[src/rtl/tick_timer.sv]
module tick_timer #(
  parameter int unsigned PERIOD = 1_000_000
) (
  input  logic clk,
  input  logic rst,
  input  logic ack,
  output logic irq
);
  localparam int unsigned CW = (PERIOD > 1) ? $clog2(PERIOD) : 1;

  logic [CW-1:0] cnt;
  logic          last;

  assign last = (cnt == CW'(PERIOD - 1));

  always_ff @(posedge clk) begin
    if (rst || ack) begin
      cnt <= '0;
      irq <= 1'b0;
    end else if (!irq) begin
      if (last) begin
        irq <= 1'b1;
        cnt <= '0;
      end else begin
        cnt <= cnt + 1'b1;
      end
    end
  end
endmodule

[config.mk]
export PLATFORM = sky130hd
export DESIGN_NAME = tick_timer
export DESIGN_NICKNAME = d
export VERILOG_FILES = /design/src/rtl/tick_timer.sv
export SDC_FILE = /design/constraint.sdc
export NUM_CORES = 1
export LEC_CHECK = 0
export ABC_AREA = 1
export CAP_MARGIN = 20
export CORE_MARGIN = 2
export CORE_UTILIZATION = 60
export DETAILED_ROUTE_END_ITERATION = 16
export GPL_ROUTABILITY_DRIVEN = 0
export PLACE_DENSITY = 0.78
export SYNTH_ARGS = -nofsm -noshare
export SYNTH_HDL_FRONTEND = slang
export SYNTH_SLANG_ARGS = --single-unit
[constraint.sdc]
create_clock -name clk -period 3.8 [get_ports clk]
set_clock_uncertainty 0.1 [all_clocks]
set_input_delay 0.57 -clock clk [delete_from_list [all_inputs] [get_ports clk]]
set_output_delay 0.57 -clock clk [all_outputs]
set_load 0.01 [all_outputs]
==> key figures, run 1 <==
Die
  – Starting Density: 0.640
  – Die X: a little under 50 µm
  – Row cnt: 16
  – Die Footprint: about 2500 µm²
  – Die Ht: 49.7 µm
  – I/O pin total: 4
  – CORE AREA: approximately 2000 µm²

Critical path
  – Critical Path End: irq
  – Crit path kind: reg -> out
  – FF-to-FF Start: irq
  – Worst Setup SP: irq
  – Max incr delay on CP: roughly 620 ps
  – Worst Path Required: 3130 ps
  – CP startpoint kind: register
  – CP Capture Type: output pin
  – Critical path depth: 1
  – Crit-path max FO: 12
  – R2R Path End: cnt[5]
  – Reg2Reg Depth: 4
  – Critical-path top delay cell: clkdlybuf4s50_1
  – Reg2reg setup slack: 2030 ps
  – Buf/Inv on CP: 1
  – CP Cell Sequence: clkdlybuf4s50_1
  – CP top delay family: buffers and inverters
  – WP data arrival: 1540 ps

Timing
  – RSZ-0062 raised after global routing: no
  – Post-layout min period: about 2200 ps
  – Normalized max-slew margin: 0.557
  – Crit share post-route: 0.581
  – Highest Clock Rate: between 0.4 and 0.5 GHz
  – Max Slew Vio Count: 0
  – Hold Worst Slack: 405 ps
  – Worst-Margin Slew: 663 ps
  – Final setup violation count: 0
  – Fin worst setup slack: 1590 ps
  – Setup TNS: 0 ps
  – Endpoints failing hold: 0

Layout
  – N_diodes: 0
  – Nets@finish: roughly 200
  – Share of layout cells above drive strength 1: 0.130
  – Fill count: a little under 200
  – Fin cells: 220
  – Area delta synth->final: 5.58%

Logic synthesis
  – Synthesized flop and latch total: 21
  – Area share of the largest cell type after synthesis: 0.335
  – Syn avg cell area: 6.61 µm²
  – Cell taking the most area after synthesis: dfxtp_1
  – Seq/Total Area, Yosys: 0.335
  – Synthesized area: 1250 µm²
  – Distinct cell type count of the synthesized netlist: 21
  – Synth area leaders: dfxtp_1, nand2_1, nor2_1
  – Net count after synthesis: 194
  – Synth warnings: 0
  – Mapped Cells: 190

Drt
  – Number of routed nets with antenna violations: 0
  – Vias: between 1k and 1.5k
  – DRT Pass-1 Iters: 4
  – # DRC: 0
  – Via/cell ratio: roughly 5.4
  – Drt total wl: 2690 µm
  – DRT iter0 DRCs: 25
  – Routed len/inst: 12.2 µm

Placement
  – Placed Cells incl. Taps: 216
  – Detail Placement HPWL: 2000 µm
  – Worst slack, placed: 1950 ps
  – Port Buf Inserts: 3

Pwr
  – Maximum vdd ir drop: 0.000249 V
  – Power density over cell area: between 200 and 300 nW/µm²
  – Pwr Total: 0.341 mW
  – Static Leak: between 0.4 and 0.5 nW

Clock network
  – Number of CTS-inserted buffers: 3
  – Worst-case clock buffer depth: 2
  – Hold Buf Count CTS: 0
  – Setup Buffers After CTS: 0
  – CTS tree: built
  – CTS Sinks: 21
  – Post-CTS sizing: 0
  – Worst-path clk slew: between 100 and 150 ps
  – Clock Latency Late Sink: ~310 ps
  – Clock root buffer: clkbuf_4
  – CTS H-Tree Depth: 1

Global route
  – Vias in the first global route: 1081
  – GRT overflow: 0
  – Gr usage total: 0.251
  – Largest net degree at the start of global routing: 22
  – Initial antenna violation count: 0
  – Global-route wire length before repair: 4720 µm

Run
  – Max cap viols: 0

Run status
  – Run status: completed

Worst hold path
  – Hold Path Class: reg -> reg
==> worst register-to-register path: stages (launching register included) <==
cell,delay [ps]
dfxtp_1,610
inv_1,440
nand3_1,240
nand2_2,180
nor2_1,140
==> stage by stage <==
step	area [µm²]	util
2_1_floorplan	1250	-
3_3_place_gp	1300	0.662
3_5_place_dp	1300	0.662
4_1_cts	1330	0.675
5_1_grt	1330	0.675
6_report	1330	0.675
==> how the worst min path moves through the flow <==
stage | from | end | slack (ps) | cells past startpoint
global route | cnt[1] | cnt[1] | 420 | 2
detailed placement | cnt[1] | cnt[1] | 390 | 2
CTS | cnt[1] | cnt[1] | 400 | 2
finish | cnt[1] | cnt[1] | 400 | 2
global placement | cnt[1] | cnt[1] | 380 | 2
floorplan | cnt[1] | cnt[1] | 360 | 2
==> state kept, by name, indices dropped and copies added (netlist names) <==
register / cells
cnt: 20
irq: 1
==> layout by cell type, fill, tap and decap left out <==
master	instances
nor2_2	7
a21oi_1	5
nor3_1	2
nand3_2	1
nor2_1	38
xnor2_1	4
clkbuf_4	3
nor2_4	4
o21bai_1	1
nand2_1	38
clkdlybuf4s50_1	3
nand4_1	11
ha_1	1
nand3_1	20
clkbuf_1	1
nand2_2	6
inv_2	3
dfxtp_1	21
nand2_4	1
inv_1	18
xor2_1	5
==> metal layers <==
layer	up-vias	routed length [µm]	GRT usage
met2	26	1320	0.407
met5	-	0	0
met3	5	87	0.0364
li1	608	-	-
met1	543	1240	0.338
met4	0	41	0.0926
==> final cells by class <==
cell class / count / area [µm²] / share of cell area
flip-flops and latches: 21 / 420 / 0.317
clock buffers: 4 / 26.3 / 0.0198
repair buffers: 3 / 30.0 / 0.0227
well taps: 27 / 33.8 / 0.0255
multi-input cells: 144 / 736 / 0.555
inverters: 21 / 78.8 / 0.0595
==> cells in the mapped netlist (all sizes together) <==
cell,number
nand4,11
dfxtp,21
a21oi,5
o21bai,1
xnor2,4
buf,2
nand3,21
ha,1
xor2,5
inv,21
clkbuf,2
nand2,45
nor2,49
nor3,2
==> report_power, final <==
| part | switching [mW] | total (mW) | internal [mW] |
|---|---|---|---|
| Combinational | 0.00544 | 0.00895 | 0.00351 |
| Clock | 0.0690 | 0.110 | 0.0411 |
| Sequential | 0.000963 | 0.222 | 0.221 |
| Total | 0.0754 | 0.341 | 0.266 |
==> cells by family after synthesis <==
group,count (synthesis),share of synthesized area
adders and majority gates,1,0.00997
DFF,21,0.335
AOI/OAI and AO/OA,6,0.0259
and+or+nand+nor,128,0.488
xor gates and xnor gates,9,0.0628
buffers and inverters,25,0.0788
Note: power is estimated with default switching activity, not from simulation.
==> run 2, diff against run 1 <==
--- a/config.mk
+++ b/config.mk
@@ -8,10 +8,10 @@
 export ABC_AREA = 1
 export CAP_MARGIN = 20
 export CORE_MARGIN = 2
-export CORE_UTILIZATION = 60
+export CORE_UTILIZATION = 59
 export DETAILED_ROUTE_END_ITERATION = 16
 export GPL_ROUTABILITY_DRIVEN = 0
-export PLACE_DENSITY = 0.78
+export PLACE_DENSITY = 0.77
 export SYNTH_ARGS = -nofsm -noshare
 export SYNTH_HDL_FRONTEND = slang
 export SYNTH_SLANG_ARGS = --single-unit
==> constraint.sdc (replaced) <==
create_clock -name clk -period 2.1 [get_ports clk]
set_clock_uncertainty 0.1 [all_clocks]
set_input_delay 0.315 -clock clk [delete_from_list [all_inputs] [get_ports clk]]
set_output_delay 0.315 -clock clk [all_outputs]
set_load 0.01 [all_outputs]
==> key figures, run 2 (synthesis gave the netlist of run 1 again) <==
Pwr
  – Maximum vdd ir drop: 0.000415 V
  – Power density over cell area: 461 nW/µm²
  – Static Leak: 0.489 nW

Drt
  – Drt total wl: 2620 µm
  – Vias: 1175
  – DRT Pass-1 Iters: 6
  – DRT iter0 DRCs: 30
  – # DRC: 0
  – Via/cell ratio: 5.29
  – Routed len/inst: 11.8 µm
  – Number of routed nets with antenna violations: 0

Critical path
  – Crit-path max FO: 4
  – WP data arrival: 1260 ps
  – Worst Setup SP: irq
  – Critical-path top delay cell: clkdlybuf4s50_1
  – Buf/Inv on CP: 1
  – Crit path kind: reg -> out
  – Worst Path Required: 1680 ps
  – CP top delay family: buffers and inverters
  – CP Capture Type: output pin
  – CP Cell Sequence: clkdlybuf4s50_1
  – FF-to-FF Start: cnt[0]
  – Max incr delay on CP: about 560 ps
  – CP startpoint kind: register

Timing
  – RSZ-0062 raised after global routing: no
  – Highest Clock Rate: 0.595 GHz
  – Post-layout min period: 1680 ps
  – Final setup violation count: 0
  – Endpoints failing hold: 0
  – Normalized max-slew margin: 0.699
  – Worst-Margin Slew: 450 ps
  – Crit share post-route: 0.800
  – Fin worst setup slack: between 400 and 500 ps
  – Max Slew Vio Count: 0
  – Setup TNS: 0 ps

Global route
  – GRT overflow: 0
  – Initial antenna violation count: 0
  – Largest net degree at the start of global routing: 16
  – Vias in the first global route: between 1k and 1.5k
  – Gr usage total: 0.247
  – Global-route wire length before repair: 4770 µm

Layout
  – Top flop regs: cnt x20, irq x1
  – Share of layout cells above drive strength 1: 0.144
  – Reg with most FFs: cnt
  – Max FFs per register: 20
  – Nets@finish: 200
  – Area delta synth->final: 7.08%
  – N_diodes: 0
  – Leading cell types in the layout, fill and taps excluded: nor2_1, nand2_1, dfxtp_1

Clock network
  – CTS H-Tree Depth: 1
  – CTS Sinks: 21
  – Hold Buf Count CTS: 0
  – Worst-case clock buffer depth: 2
  – Number of CTS-inserted buffers: 3
  – Worst-path clk slew: 120 ps
  – Clock root buffer: clkbuf_4
  – Setup Buffers After CTS: 0
  – CTS tree: built
  – Clock Latency Late Sink: 310 ps
  – Post-CTS sizing: 0

Die
  – Row cnt: 16
  – Die X: ~50 µm
  – CORE AREA: 1980 µm²
  – Die Footprint: roughly 2500 µm²
  – Die Ht: 50.1 µm
  – Starting Density: 0.633
  – I/O pin total: 4

Worst hold path
  – Hold Path Class: reg -> reg
  – Worst Hold Launch: cnt[1]

Placement
  – Detail Placement HPWL: 2020 µm
  – Worst slack, placed: 579 ps
  – Port Buf Inserts: 3

Run status
  – Run status: completed

Run
  – Max cap viols: 0
[run 2: changes by cell type in the layout (fill, tap and decap cells not counted)]
cell | before | now
buf_4 | 0 | 2
clkbuf_1 | 1 | 0
clkinvlp_4 | 0 | 1
[run 2: report_power, final]
part / leakage (nW) / total (mW) / switching [mW] / internal (mW)
clock: 0.0139 / 0.203 / 0.130 / 0.0726
combinational: 0.306 / 0.0156 / 0.00931 / 0.00631
sequential: 0.169 / 0.402 / 0.00167 / 0.400
total: 0.489 / 0.620 / 0.141 / 0.479
[run 2: final timing paths]
| check | end | slack, ps | depth (start not counted) |
|---|---|---|---|
| max | irq | 420 | 1 |
| min | cnt[1] | 400 | 2 |
| max reg2reg | cnt[18] | 550 | 8 |
| min reg2reg | cnt[1] | 400 | 2 |
[run 2: worst reg2reg max path, stage by stage, from the launching register on]
cell	delay (ps)
dfxtp_1	390
ha_1	210
nand2_1	80
nor2_2	190
nand3_1	150
inv_1	100
nand4_1	80
nand2_1	110
nor2_1	40
[run 2: area by class of cell]
type	count	area, µm²
fill	185	638
clock buffer	3	22.5
multi-input combinational	144	736
sequential	21	420
inverter	21	78.8
tap	27	33.8
clock inverter	1	7.51
timing repair buffer	5	45.0
[run 2: routing by layer]
layer / GRT usage / vias up / part of all wire
met3: 0.0485 / 4 / 0.035
li1: - / 611 / -
met2: 0.401 / 18 / 0.46
met1: 0.329 / 542 / 0.49
met4: 0.0694 / 0 / 0.013
met5: 0 / - / 0
[run 2: stage by stage]
step                      instance area [µm²]  power [mW]  hold WS [ps]   util  instances
final                                    1340       0.620           405  0.678        222
after global placement                   1310       0.426           376  0.663        218
after global routing                     1340       0.647           462  0.678        222
after detailed placement                 1310       0.426           392  0.663        218
after floorplan                          1250       0.420           363      -        190
after CTS                                1340       0.631           410  0.678        222
